==> src/rtl/ira_pkg.sv <==
package ira_pkg;

    localparam int DATA_W     = 16;
    localparam int IDX_RD_BIT = 15;

    localparam int ST_BUSY = 0;
    localparam int ST_ERR  = 1;
    localparam int ST_GRST = 3;
    localparam int ST_CRST = 4;

    typedef enum logic [2:0] {
        WIN_STAT = 3'd0,
        WIN_IDX  = 3'd1,
        WIN_D0   = 3'd2,
        WIN_D1   = 3'd3,
        WIN_D2   = 3'd4,
        WIN_D3   = 3'd5,
        WIN_VER  = 3'd6,
        WIN_NONE = 3'd7
    } win_off_e;

    typedef struct packed {
        logic        rd;
        logic [31:0] wdata;
    } xfer_t;

    function automatic logic [31:0] ver_word(input logic absent, input logic [2:0] maj,
                                             input logic [3:0] mnr, input logic [3:0] rev);
        return {16'h0, absent, maj, 4'h0, mnr, rev};
    endfunction

endpackage

==> src/rtl/ira_bank.sv <==
module ira_bank #(
    parameter int IDX_W = 4
) (
    input  logic             clk,
    input  logic             rst,
    input  logic             we,
    input  logic [IDX_W-1:0] idx,
    input  logic [31:0]      wdata,
    output logic [31:0]      rd_word
);
    localparam int NREG = 1 << IDX_W;

    logic [31:0] mem [NREG];

    always_ff @(posedge clk) begin
        if (rst) begin
            for (int k = 0; k < NREG; k++) mem[k] <= '0;
        end else if (we) begin
            mem[idx] <= wdata;
        end
    end

    assign rd_word = mem[idx];

    // a committed write is visible in the addressed entry on the next cycle
    assert_bank_wr_R3: assert property (@(posedge clk) disable iff (rst)
        we |=> (mem[$past(idx)] == $past(wdata)));

endmodule

==> src/rtl/ira_seq.sv <==
module ira_seq
    import ira_pkg::*;
#(
    parameter int IDX_W = 4,
    parameter int LAT   = 4
) (
    input  logic             clk,
    input  logic             rst,
    input  logic             launch,
    input  logic [IDX_W-1:0] launch_idx,
    input  xfer_t            launch_req,
    output logic             busy,
    output logic             done,
    output logic             done_rd,
    output logic             bank_we,
    output logic [IDX_W-1:0] bank_idx,
    output logic [31:0]      bank_wdata
);
    localparam int CW = $clog2(LAT + 1);

    logic [CW-1:0]    cnt;
    logic             busy_q;
    logic [IDX_W-1:0] cur_idx;
    xfer_t            cur_req;

    always_ff @(posedge clk) begin
        if (rst) begin
            busy_q  <= 1'b0;
            cnt     <= '0;
            cur_idx <= '0;
            cur_req <= '0;
        end else if (launch) begin
            busy_q  <= 1'b1;
            cnt     <= CW'(LAT - 1);
            cur_idx <= launch_idx;
            cur_req <= launch_req;
        end else if (busy_q) begin
            if (cnt == '0) busy_q <= 1'b0;
            else           cnt    <= cnt - 1'b1;
        end
    end

    assign busy       = busy_q;
    assign done       = busy_q && (cnt == '0);
    assign done_rd    = done && cur_req.rd;
    assign bank_we    = done && !cur_req.rd;
    assign bank_idx   = cur_idx;
    assign bank_wdata = cur_req.wdata;

    // an accepted command raises busy on the next cycle
    assert_launch_busy_R5: assert property (@(posedge clk) disable iff (rst)
        launch |=> busy);
    // completion drops busy
    assert_done_clear_R5: assert property (@(posedge clk) disable iff (rst)
        done |=> !busy);
    // the front end never launches while an access runs
    assert_no_launch_busy_R6: assert property (@(posedge clk) disable iff (rst)
        busy |-> !launch);

endmodule

==> src/rtl/ira_window.sv <==
module ira_window
    import ira_pkg::*;
#(
    parameter int          IDX_W   = 4,
    parameter logic [31:0] VER_VAL = 32'h0
) (
    input  logic             clk,
    input  logic             rst,
    input  logic             host_sel,
    input  logic             host_we,
    input  logic [2:0]       host_addr,
    input  logic [31:0]      host_wdata,
    output logic [31:0]      host_rdata,
    input  logic             busy,
    input  logic             done,
    input  logic             done_rd,
    input  logic [31:0]      rd_word,
    output logic             launch,
    output logic [IDX_W-1:0] launch_idx,
    output xfer_t            launch_req,
    output logic             glob_rst_n,
    output logic             codec_rst_n
);
    logic [DATA_W-1:0] dreg [4];
    logic [IDX_W-1:0]  idx_q;
    logic              idx_rd;
    logic              err_q, grst_q, crst_q;
    logic              wr_hit, idx_wr, reject, stat_wr;
    logic              unused_hi;

    assign wr_hit  = host_sel && host_we;
    assign idx_wr  = wr_hit && (host_addr == WIN_IDX);
    assign stat_wr = wr_hit && (host_addr == WIN_STAT);
    assign launch  = idx_wr && !busy;
    assign reject  = idx_wr && busy;

    assign launch_idx       = host_wdata[IDX_W-1:0];
    assign launch_req.rd    = host_wdata[IDX_RD_BIT];
    assign launch_req.wdata = {dreg[1], dreg[0]};
    assign unused_hi        = ^host_wdata[31:16];

    always_ff @(posedge clk) begin
        if (rst) begin
            for (int k = 0; k < 4; k++) dreg[k] <= '0;
            idx_q  <= '0;
            idx_rd <= 1'b0;
            err_q  <= 1'b0;
            grst_q <= 1'b0;
            crst_q <= 1'b0;
        end else begin
            if (launch) begin
                idx_q  <= host_wdata[IDX_W-1:0];
                idx_rd <= host_wdata[IDX_RD_BIT];
            end
            if (stat_wr) begin
                grst_q <= host_wdata[ST_GRST];
                crst_q <= host_wdata[ST_CRST];
                if (host_wdata[ST_ERR]) err_q <= 1'b0;
            end
            if (reject) err_q <= 1'b1;
            for (int k = 0; k < 4; k++) begin
                if (wr_hit && (int'(host_addr) == int'(WIN_D0) + k))
                    dreg[k] <= host_wdata[DATA_W-1:0];
            end
            if (done_rd) begin
                dreg[0] <= rd_word[15:0];
                dreg[1] <= rd_word[31:16];
            end
        end
    end

    always_comb begin
        case (win_off_e'(host_addr))
            WIN_STAT: host_rdata = 32'({crst_q, grst_q, 1'b0, err_q, busy});
            WIN_IDX:  host_rdata = 32'(idx_q) | (32'(idx_rd) << IDX_RD_BIT);
            WIN_D0:   host_rdata = 32'(dreg[0]);
            WIN_D1:   host_rdata = 32'(dreg[1]);
            WIN_D2:   host_rdata = 32'(dreg[2]);
            WIN_D3:   host_rdata = 32'(dreg[3]);
            WIN_VER:  host_rdata = VER_VAL;
            default:  host_rdata = 32'h0;
        endcase
    end

    assign glob_rst_n  = grst_q;
    assign codec_rst_n = crst_q;

    // a command arriving while busy leaves the error flag set
    assert_err_set_R6: assert property (@(posedge clk) disable iff (rst)
        (idx_wr && busy) |=> err_q);
    // a read completion loads the fetched halfwords
    assert_rd_load_R4: assert property (@(posedge clk) disable iff (rst)
        done_rd |=> (dreg[0] == $past(rd_word[15:0]) && dreg[1] == $past(rd_word[31:16])));
    // data0 holds during busy unless the host writes it
    assert_hold_R7: assert property (@(posedge clk) disable iff (rst)
        (busy && !done && !(wr_hit && host_addr == WIN_D0)) |=> $stable(dreg[0]));
    // a status write of zero asserts both resets
    assert_rst_R8: assert property (@(posedge clk) disable iff (rst)
        (stat_wr && host_wdata[ST_CRST:ST_GRST] == 2'b00) |=> (!glob_rst_n && !codec_rst_n));

endmodule

==> src/rtl/ira_port.sv <==
module ira_port
    import ira_pkg::*;
#(
    parameter int         IDX_W        = 4,
    parameter int         LAT          = 4,
    parameter logic [2:0] VER_MAJ      = 3'd1,
    parameter logic [3:0] VER_MIN      = 4'd2,
    parameter logic [3:0] VER_REV      = 4'd3,
    parameter logic       AUDIO_ABSENT = 1'b0
) (
    input  logic        clk,
    input  logic        rst,
    input  logic        host_sel,
    input  logic        host_we,
    input  logic [2:0]  host_addr,
    input  logic [31:0] host_wdata,
    output logic [31:0] host_rdata,
    output logic        glob_rst_n,
    output logic        codec_rst_n
);
    localparam logic [31:0] VER_VAL = ver_word(AUDIO_ABSENT, VER_MAJ, VER_MIN, VER_REV);

    logic             busy, done, done_rd, launch, bank_we;
    logic [IDX_W-1:0] launch_idx, bank_idx;
    logic [31:0]      bank_wdata, rd_word;
    xfer_t            launch_req;

    ira_window #(.IDX_W(IDX_W), .VER_VAL(VER_VAL)) u_window (
        .clk(clk), .rst(rst),
        .host_sel(host_sel), .host_we(host_we), .host_addr(host_addr),
        .host_wdata(host_wdata), .host_rdata(host_rdata),
        .busy(busy), .done(done), .done_rd(done_rd), .rd_word(rd_word),
        .launch(launch), .launch_idx(launch_idx), .launch_req(launch_req),
        .glob_rst_n(glob_rst_n), .codec_rst_n(codec_rst_n)
    );

    ira_seq #(.IDX_W(IDX_W), .LAT(LAT)) u_seq (
        .clk(clk), .rst(rst),
        .launch(launch), .launch_idx(launch_idx), .launch_req(launch_req),
        .busy(busy), .done(done), .done_rd(done_rd),
        .bank_we(bank_we), .bank_idx(bank_idx), .bank_wdata(bank_wdata)
    );

    ira_bank #(.IDX_W(IDX_W)) u_bank (
        .clk(clk), .rst(rst),
        .we(bank_we), .idx(bank_idx), .wdata(bank_wdata), .rd_word(rd_word)
    );

endmodule

==> config.mk <==
export PLATFORM = sky130hd
export DESIGN_NAME = ira_port
export DESIGN_NICKNAME = d
export VERILOG_FILES = /design/src/rtl/ira_pkg.sv /design/src/rtl/ira_bank.sv /design/src/rtl/ira_seq.sv /design/src/rtl/ira_window.sv /design/src/rtl/ira_port.sv
export SDC_FILE = /design/constraint.sdc
export NUM_CORES = 1
export LEC_CHECK = 0
export ABC_AREA = 1
export BUFFER_PORTS_ARGS = -buffer_cell sky130_fd_sc_hd__buf_4
export CORE_ASPECT_RATIO = 0.6
export CORE_MARGIN = 2
export CORE_UTILIZATION = 39
export DETAILED_ROUTE_END_ITERATION = 8
export SETUP_SLACK_MARGIN = 0.2
export SLEW_MARGIN = 20
export SYNTH_ARGS = -nofsm -noshare
export SYNTH_HDL_FRONTEND = slang
export SYNTH_SLANG_ARGS = --single-unit
==> constraint.sdc <==
create_clock -name clk -period 3.29 [get_ports clk]
set_clock_uncertainty 0.05 [all_clocks]
set_input_delay 0.1645 -clock clk [delete_from_list [all_inputs] [get_ports clk]]
set_output_delay 0.1645 -clock clk [all_outputs]
set_load 0.005 [all_outputs]
# After elaboration in Yosys (flattened, before gate mapping)
# Memory sizes are Yosys's and may differ from the RTL's. A register that Yosys moved wholly into a read port is not among the register bits.
# Cells that the tools add are included.
[word_totals]
register_bits = 44
ramBits = 576
memories = 2
wordCells = 96
inputBits = 39
[memory_table]
columns = ["name", "depth", "width", "rd", "rd_clocked_by_memory_dff", "wr", "line_no", "source"]
rows = [
  ["u_bank.mem", 16, 32, 1, 1, 16, "ira_bank.sv:13", "logic [31:0] mem [NREG];"],
  ["u_window.dreg", 4, 16, 4, 0, 4, "ira_window.sv:24", "logic [DATA_W-1:0] dreg [4];"],
]
[op_classes]
bitwise_logic = 8
mux = 41
eq_ne = 11
reduce_logical = 24
add_sub_neg = 1
[op_table]
columns = ["cell", "count"]
rows = [
  ["32-bit case mux with 7 select lines", 1],
  ["16-bit 2-to-1 mux", 6],
  ["32-bit 2-to-1 mux", 1],
  ["32-bit OR reduction", 1],
  ["1-bit 2-to-1 mux", 27],
  ["3-bit == test, second input constant", 7],
  ["4-bit by 16-bit bitwise OR with 16-bit output", 1],
  ["1-bit logical AND", 12],
  ["4-bit 2-to-1 mux", 3],
  ["3-bit by 2-bit == test with 1-bit output, second input constant", 2],
  ["3-bit zero test", 2],
  ["2-bit 2-to-1 mux", 3],
  ["1-bit bitwise OR", 6],
  ["2-bit AND reduction", 3],
  ["2-bit nonzero test", 3],
  ["3-bit by 1-bit == test with 1-bit output, second input constant", 1],
  ["3-bit by 1-bit subtractor with 3-bit output, second input constant", 1],
  ["1-bit zero test", 2],
  ["2-bit inequality test, second input constant", 1],
  ["2-bit OR reduction", 1],
  ["1-bit NOT", 1],
]

# Logic depth before layout (Yosys ltp)
# Gate-level depths: netlist of run 1.
[logic_depth]
word_depth = 8
depth_mapped = 12

# By module
# Synthesis of run 1 repeated with hierarchy kept, for this count alone.
[hier_totals]
cells_unflattened = 3410
area_unflattened_um2 = 29351.9
[by_module_without_submodules]
columns = ["mod", "cells_each", "instances", "seq_area_each_um2", "area_each_um2"]
rows = [
  ["ira_bank", 2721, 1, 15374.7, 23729.0],
  ["ira_window", 465, 1, 2082.0, 3837.4],
  ["ira_seq", 224, 1, 820.8, 1785.5],
]

# Worst setup path after synthesis of run 1
# OpenSTA, ideal clock, no wires.
[synth_timing]
path_type = "register -> register"
start = "register u_seq.cnt[0]"
end = "memory u_bank.mem[11][0], enable pin"
required_time_ps = 2851
stages_incl_launch_ff = 10
synth_period_minus_slack_ps = 2591
arrival_time_ps = 2151
setup_slack_ps = 699
cell_sequence = "dfxtp_1 > inv_1 > ha_1 > nand3_2 > nor2_1 > nand2_1 > nor3_2 > nand2_1 > buf_6 > nand2_1"
[synth_lines]
columns = ["element", "line_no", "source"]
rows = [
  ["start, declared", "ira_seq.sv:21", "logic [CW-1:0] cnt;"],
  ["start signal, assigned", "ira_seq.sv:34", "cnt <= CW'(LAT - 1);"],
  ["start signal, assigned", "ira_seq.sv:39", "else cnt <= cnt - 1'b1;"],
  ["end, declared", "ira_bank.sv:13", ""],
]

==> results of run 1 <==
==> repair_timing <==
| action | CTS | global route |
|---|---|---|
| endpoints found under the hold margin | 65 | 0 |
| resized for setup | 0 | 0 |
| hold buffers | 22 | 0 |
| setup buffers | 0 | 0 |
==> cell usage in the layout, fill, tap and decap left out <==
cell	n
a21oi_1	48
a221oi_1	2
a22oi_1	1
buf_12	21
buf_4	97
bufinv_16	5
clkbuf_1	10
clkbuf_16	55
clkinv_1	49
clkinv_2	12
clkinv_4	1
conb_1	16
dfxtp_1	45
dfxtp_4	3
dlygate4sd3_1	22
edfxtp_1	576
ha_1	2
inv_1	184
inv_2	4
inv_4	1
inv_6	1
inv_8	1
nand2_1	770
nand2_2	33
nand3_1	423
nand3_2	1
nand4_1	10
nor2_1	556
nor3_1	1
nor3_2	4
o2111ai_1	1
o211ai_1	1
o21ai_0	62
o21ai_1	2
xor2_1	1
==> logic make-up after synthesis <==
family | Yosys count
other | 1
xor gates and xnor gates | 1
buffers and inverters | 451
DFF | 624
AOI/OAI and AO/OA | 117
and+or+nand+nor | 1798
adders and majority gates | 2
==> path summary, 6_finish.rpt <==
check	from	endpoint	slack, ps	depth (start not counted)
worst min register to register	u_seq.cur_req[32]	u_seq.cur_req[32]	460	2
worst max-delay path	u_seq.cnt[0]	u_bank.mem[8][21]	570	9
worst max register to register	u_seq.cnt[0]	u_bank.mem[8][21]	570	9
worst min-delay path	host_we	u_window.codec_rst_n	30	4
==> per-stage QoR <==
stage	instances	instance area (sq um)	power, mW
6_report	3996	31520	16.30
5_1_grt	3996	31520	16.71
4_1_cts	3996	31520	16.33
3_5_place_dp	3875	29600	10.01
3_3_place_gp	3875	29600	9.998
2_1_floorplan	3009	28430	9.625
==> metal layers <==
metal,routed length (um),share of wire
met1,38980,0.46
met5,9,0.00011
met2,34700,0.41
met4,1822,0.022
met3,8673,0.10
==> state kept, by name (all words and copies together), names as in the netlist, 3 cells and up, named ones only <==
signal	flops
u_window.dreg	64
u_bank.mem	512
u_seq.bank_idx	4
u_seq.cnt	3
u_seq.bank_wdata	32
==> layout make-up <==
class                      count  area share
sequential                   624      0.5796
clock inverter                34    0.009011
inverter                     224     0.02699
multi-input combinational   1934      0.2574
clock buffer                  65     0.04486
tap                          975     0.03870
timing repair buffer         140     0.04343
==> power groups by stage <==
| stage | Combinational, mW | Sequential (mW) | Clock, mW |
|---|---|---|---|
| 3_5_place_dp | 0.859 | 9.15 | 0 |
| 6_report | 0.888 | 8.98 | 6.43 |
| 2_1_floorplan | 0.492 | 9.13 | 0 |
| 5_1_grt | 0.970 | 9.01 | 6.74 |
| 3_3_place_gp | 0.851 | 9.15 | 0 |
| 4_1_cts | 0.882 | 8.98 | 6.46 |
==> worst reg2reg max path, delay by kind of cell, from the launching register on <==
kind / cells / cell delay (ps)
buf+inv: 2 / 350
fa+ha+maj: 1 / 170
flops: 1 / 320
simple gates: 6 / 1530
==> impl_metrics.py, run 1 <==
metrics = {
    "power": {
        "clkPwrFrac": 0.395,
        "p_seq_frac": 0.551,
        "p_leak_nw": 11.87,
        "intPower_mw": 12.60,
        "ir_drop_mv": 0.3983,
        "power_density_mw_per_mm2": 517.2,
        "pwr-share-comb": 0.054,
        "switching_power_mw": 3.706,
        "p_sw_frac": 0.2273,
    },
    "synth": {
        "synth_adder_area_share": 0.0008818,
        "ys_types": 26,
        "synth_largest_area_cell": "edfxtp_1",
        "synth_top_area_frac": 0.6095,
        "synth_compound_area_frac": 0.02121,
        "syn_inst": 2994,
        "synth_top_cells_by_count": "nand2_1, edfxtp_1, nor2_1",
        "avgSynthCellArea_sq_um": 9.478,
        "synth_simple_gate_area_frac": 0.2585,
        "yosysWarningCount": 0,
        "yosysMostFrequentCell": "nand2_1",
        "synth_xor_area_frac": 0.0003086,
        "synth_top_flop_cell": "edfxtp_1",
        "synth_top_family_by_area": "simple AND/OR/NAND/NOR gates",
        "ys_seq_area_frac": 0.6434,
        "synth_area_leaders": "edfxtp_1, nand2_1, nand3_1",
        "synthMuxAreaShare": 0,
        "synth_edf_count": 576,
        "synth_area_sq_mm": 0.02838,
        "synth-seq-cells": 624,
        "synthArstFlopShare": 0,
    },
    "clock_tree": {
        "h-tree-depth": 2,
        "cts_buffers": 55,
        "cts_buffer_depth": 3,
        "clk_pin_slew_ps": 70,
        "numClockSinks": 624,
        "clock-root-buffer": "clkbuf_16",
        "tritoncts": "built",
        "insertion_delay_ps": 610,
    },
    "route": {
        "firstDrtPassIters": 6,
        "drt_wl_total_um": 84180,
        "drc": 0,
        "vias": 20890,
        "postRouteAntennaNets": 0,
        "avgViaCountPerCell": 5.226,
        "drtIter0Drc": 2678,
        "wl_per_cell_um": 21.07,
    },
    "layout": {
        "drive_gt1_frac": 0.07911,
        "utilization": 0.4385,
        "nets": 3020,
        "multi_input_area_sq_mm": 0.008114,
        "seqCellArea_sq_mm": 0.01827,
        "fillers": 6814,
        "antenna_cells": 0,
        "syn_to_final_growth_pct": 11.08,
    },
    "worst_setup_path": {
        "cp_num_buf_inv": 2,
        "cp_data_required_time_ps": 3550,
        "critPathSlowestCell": "nand2_2",
        "path_max_fanout": 13,
        "worstSetupEndpointType": "flop",
        "crit_type": "reg2reg",
        "critPathTopFamily": "simple AND/OR/NAND/NOR gates",
        "worstPathCellList": "inv_1 > ha_1 > nand3_2 > nor2_1 > nand2_1 > nor3_2 > nand2_2 > nand2_2 > buf_12",
        "slowest_delay_ps": 510,
        "crit_arrival_ps": 2980,
        "cp-start-kind": "flop",
        "crit_path_frequent_cell": "nand2_2",
    },
    "grt": {
        "gr-total-overflow": 0,
        "grt_pass1_vias": 19560,
        "grt_util_met2": 0.3278,
        "track_usage": 0.2238,
        "use_met1": 0.3436,
        "gr-usage-met3": 0.03795,
        "antenna_found_initial": 1,
        "grt_pass1_wl_um": 125700,
        "grt_max_degree": 110,
        "top_usage_layer": "met1",
    },
    "floorplanning": {
        "die_area_sq_mm": 0.07501,
        "die_x_um": 352.2,
        "start_util": 0.3947,
        "rows": 76,
        "core_area_sq_mm": 0.07189,
        "ioPinCount": 73,
        "die_h_um": 212.9,
    },
    "place": {
        "post-place-ws_ps": 630.0,
        "io_buffer_count": 40,
        "dpl.hpwl_um": 47620,
        "gp_congestion": 0.8268,
    },
    "sta": {
        "fmax_mhz": 367.6,
        "fin_ws_ps": 569.6,
        "relSlewSlack": 0.3592,
        "worst_pin_slew_ps": 958.6,
        "fin_crit_sh": 0.8269,
        "fin_hold_ws_ps": 30.22,
        "final.setup.tns_ps": 0,
        "setup_viol": 0,
        "period_minus_slack_ps": 2720,
        "drv_slew": 0,
        "hold_viol_final": 0,
        "rsz0062_at_grt": "false",
    },
    "outcome": {
        "status": "finished, final reports clean",
    },
    "hold_path": {
        "hold_class": "in2reg",
    },
    "flow_run": {
        "cap_viol_max_count": 0,
    },
}
(Power assumes the default switching activity.)
==> inputs of run 2 (changes only) <==
ABC_AREA = 0   (was 1)
clock period = 2.34 ns   (was 3.29 ns; I/O delays follow)
==> run 2 against run 1 <==
Effect of this change:
- the flow now finishes with violations (setup timing)
- non-clock buffer count rose by 148
- utilization rose by 3.8 points
- sequential power rose by 41%
- hold slack improved by 110 ps
==> impl_metrics.py, run 2 <==
metrics = {
    "place": {
        "dpl.hpwl_um": 54010,
        "post-place-ws_ps": -15.94,
        "place_inst": 2982,
        "io_buffer_count": 40,
        "gp_congestion": 0.8743,
    },
    "sta": {
        "fin_ws_ps": -43.35,
        "final.setup.tns_ps": -833.8,
        "fmax_mhz": 419.6,
        "relSlewSlack": 0.2465,
        "worst_pin_slew_ps": 1130,
        "rsz0062_at_grt": "true",
        "fin_crit_sh": 1.019,
        "fin_hold_ws_ps": 140.8,
        "period_minus_slack_ps": 2383,
        "hold_viol_final": 0,
        "setup_viol": 55,
        "drv_slew": 0,
    },
    "route": {
        "highest_layer": "met4",
        "drc": 0,
        "drtIter0Drc": 2253,
        "wl_per_cell_um": 26.79,
        "wl_met2_um": 34790,
        "firstDrtPassIters": 5,
        "avgViaCountPerCell": 5.507,
        "postRouteAntennaNets": 0,
        "wirelength_met1_um": 38910,
        "drt_wl_total_um": 85210,
        "wl_met3_um": 10380,
        "vias": 17520,
    },
    "synth": {
        "ys_seq_area_frac": 0.6461,
        "synth_area_leaders": "edfxtp_1, and2_1, mux4_2",
        "synth_top_area_frac": 0.6121,
        "synth_edf_count": 576,
        "synth_largest_area_cell": "edfxtp_1",
        "synth_area_sq_mm": 0.02826,
        "yosysMostFrequentCell": "edfxtp_1",
        "synth_top_flop_cell": "edfxtp_1",
        "synth_top_cells_by_count": "edfxtp_1, and2_1, nand2_1",
        "synthArstFlopShare": 0,
        "avgSynthCellArea_sq_um": 14.36,
        "syn_inst": 1967,
        "synth-seq-cells": 624,
        "ys_types": 51,
        "yosysWarningCount": 0,
    },
    "power": {
        "power_density_mw_per_mm2": 689.5,
        "ir_drop_mv": 0.6172,
        "p_leak_nw": 11.97,
    },
    "worst_setup_path": {
        "r2r_end": "u_bank.mem[2][10]",
        "path_max_fanout": 7,
        "critPathSlowestCell": "or4_4",
        "critPathLaunch": "u_seq.cnt[0]",
        "critPathTopFamily": "simple AND/OR/NAND/NOR gates",
        "worstSetupEndpointType": "flop",
        "slowest_delay_ps": 630,
        "crit_arrival_ps": 2660,
        "timing.rr.start": "u_seq.cnt[0]",
        "cp-start-kind": "flop",
        "r2r_setup_slack_ps": -40,
        "worstPathCellList": "inv_2 > ha_4 > nand2b_4 > or4_4 > nor4_4 > or2_4 > buf_12 > buf_8",
        "reg2reg_depth": 8,
        "cp_data_required_time_ps": 2620,
        "crit_type": "reg2reg",
        "cp_num_buf_inv": 3,
    },
    "grt": {
        "track_usage": 0.2239,
        "grt_pass1_vias": 16800,
        "gr-total-overflow": 0,
        "grt_max_degree": 47,
        "antenna_found_initial": 7,
        "grt_pass1_wl_um": 119300,
    },
    "flow_run": {
        "cap_viol_max_count": 0,
    },
    "clock_tree": {
        "cts_buffer_depth": 3,
        "clk_pin_slew_ps": 60,
        "cts_buffers": 58,
        "clock-root-buffer": "clkbuf_16",
        "numClockSinks": 624,
        "tritoncts": "built",
        "insertion_delay_ps": 620,
        "h-tree-depth": 2,
    },
    "hold_path": {
        "hold_class": "in2reg",
        "hold_depth": 3,
        "hold_start": "host_we",
        "hold_end": "u_window.dreg[3][14]",
    },
    "floorplanning": {
        "rows": 76,
        "die_h_um": 212.5,
        "die_x_um": 351.5,
        "ioPinCount": 73,
        "start_util": 0.3941,
        "die_area_sq_mm": 0.07469,
        "core_area_sq_mm": 0.07170,
    },
    "layout": {
        "stdcell_count": 3181,
        "largest_reg_flops": 512,
        "final_cell_mix": "edfxtp_1, and2_1, buf_4",
        "regMostFlops": "u_bank.mem",
        "final_common_cell": "edfxtp_1",
        "utilization": 0.4766,
        "syn_to_final_growth_pct": 20.94,
        "nets": 2189,
        "drive_gt1_frac": 0.2388,
    },
    "outcome": {
        "violations": "setup timing",
        "status": "finished with violations",
    },
}
[run 2: metrics by stage]
step	total power [mW]	cell area, sq um
global route	24.21	34140
global placement	14.05	30990
CTS	23.58	33550
floorplan	13.40	28390
finish	23.56	34170
detailed placement	14.08	30990
[run 2: repair_timing]
action,4_1_cts,5_1_grt
endpoints found under the hold margin,87,0
hold buffers,23,0
gates resized for setup,35,49
setup buffers,24,14
setup endpoints to repair,890,974
gates cloned,6,14
pin swaps,5,6
[run 2: worst max path at each step]
| stage | slack, ps | cells past startpoint | end |
|---|---|---|---|
| global route | -60 | 8 | u_bank.mem[2][14] |
| floorplan | 30 | 7 | u_bank.mem[10][0] |
| detailed placement | -20 | 7 | u_bank.mem[15][23] |
| CTS | 10 | 7 | u_bank.mem[10][9] |
| finish | -40 | 8 | u_bank.mem[2][10] |
| global placement | 3 | 7 | u_bank.mem[15][28] |
[run 2: cell families after synthesis]
kind of cell             after synthesis  share of synthesized area
AO/OA/AOI/OAI                        206                    0.04689
adder cells (fa/ha/maj)                2                  0.0008855
buffers and inverters                190                    0.03122
flip-flops                           624                     0.6461
multiplexers                         188                     0.1101
other                                  1                  0.0001327
AND/OR/NAND/NOR                      756                     0.1646
[run 2: layout make-up]
| cell class | instances | area, sq um |
|---|---|---|
| flip-flops and latches | 624 | 18280 |
| inverters | 8 | 30.03 |
| well taps | 975 | 1220 |
| fillers | 6159 | 37520 |
| diodes | 12 | 30.03 |
| clock buffers | 81 | 1632 |
| repair buffers | 288 | 3371 |
| clock inverters | 25 | 229.0 |
| multi-input cells | 1168 | 9387 |
[run 2: worst register-to-register path: stages (launching register included)]
cell and delay, ps:
dfxtp_2 330, inv_2 70, ha_4 150, nand2b_4 60
or4_4 630, nor4_4 310, or2_4 250, buf_12 130
buf_8 120
[run 2: per-layer routing]
| layer | GRT usage | vias up |
|---|---|---|
| li1 | - | 7568 |
| met1 | 0.3459 | 9008 |
| met2 | 0.3061 | 856 |
| met3 | 0.07489 | 87 |
| met4 | 0.03610 | 0 |
| met5 | 0 | - |
[run 2: power by group]
part | total [mW] | internal [mW] | switching (mW)
sequential | 12.7 | 12.5 | 0.187
combinational | 1.31 | 0.578 | 0.729
clock | 9.56 | 5.29 | 4.27
total | 23.6 | 18.4 | 5.18
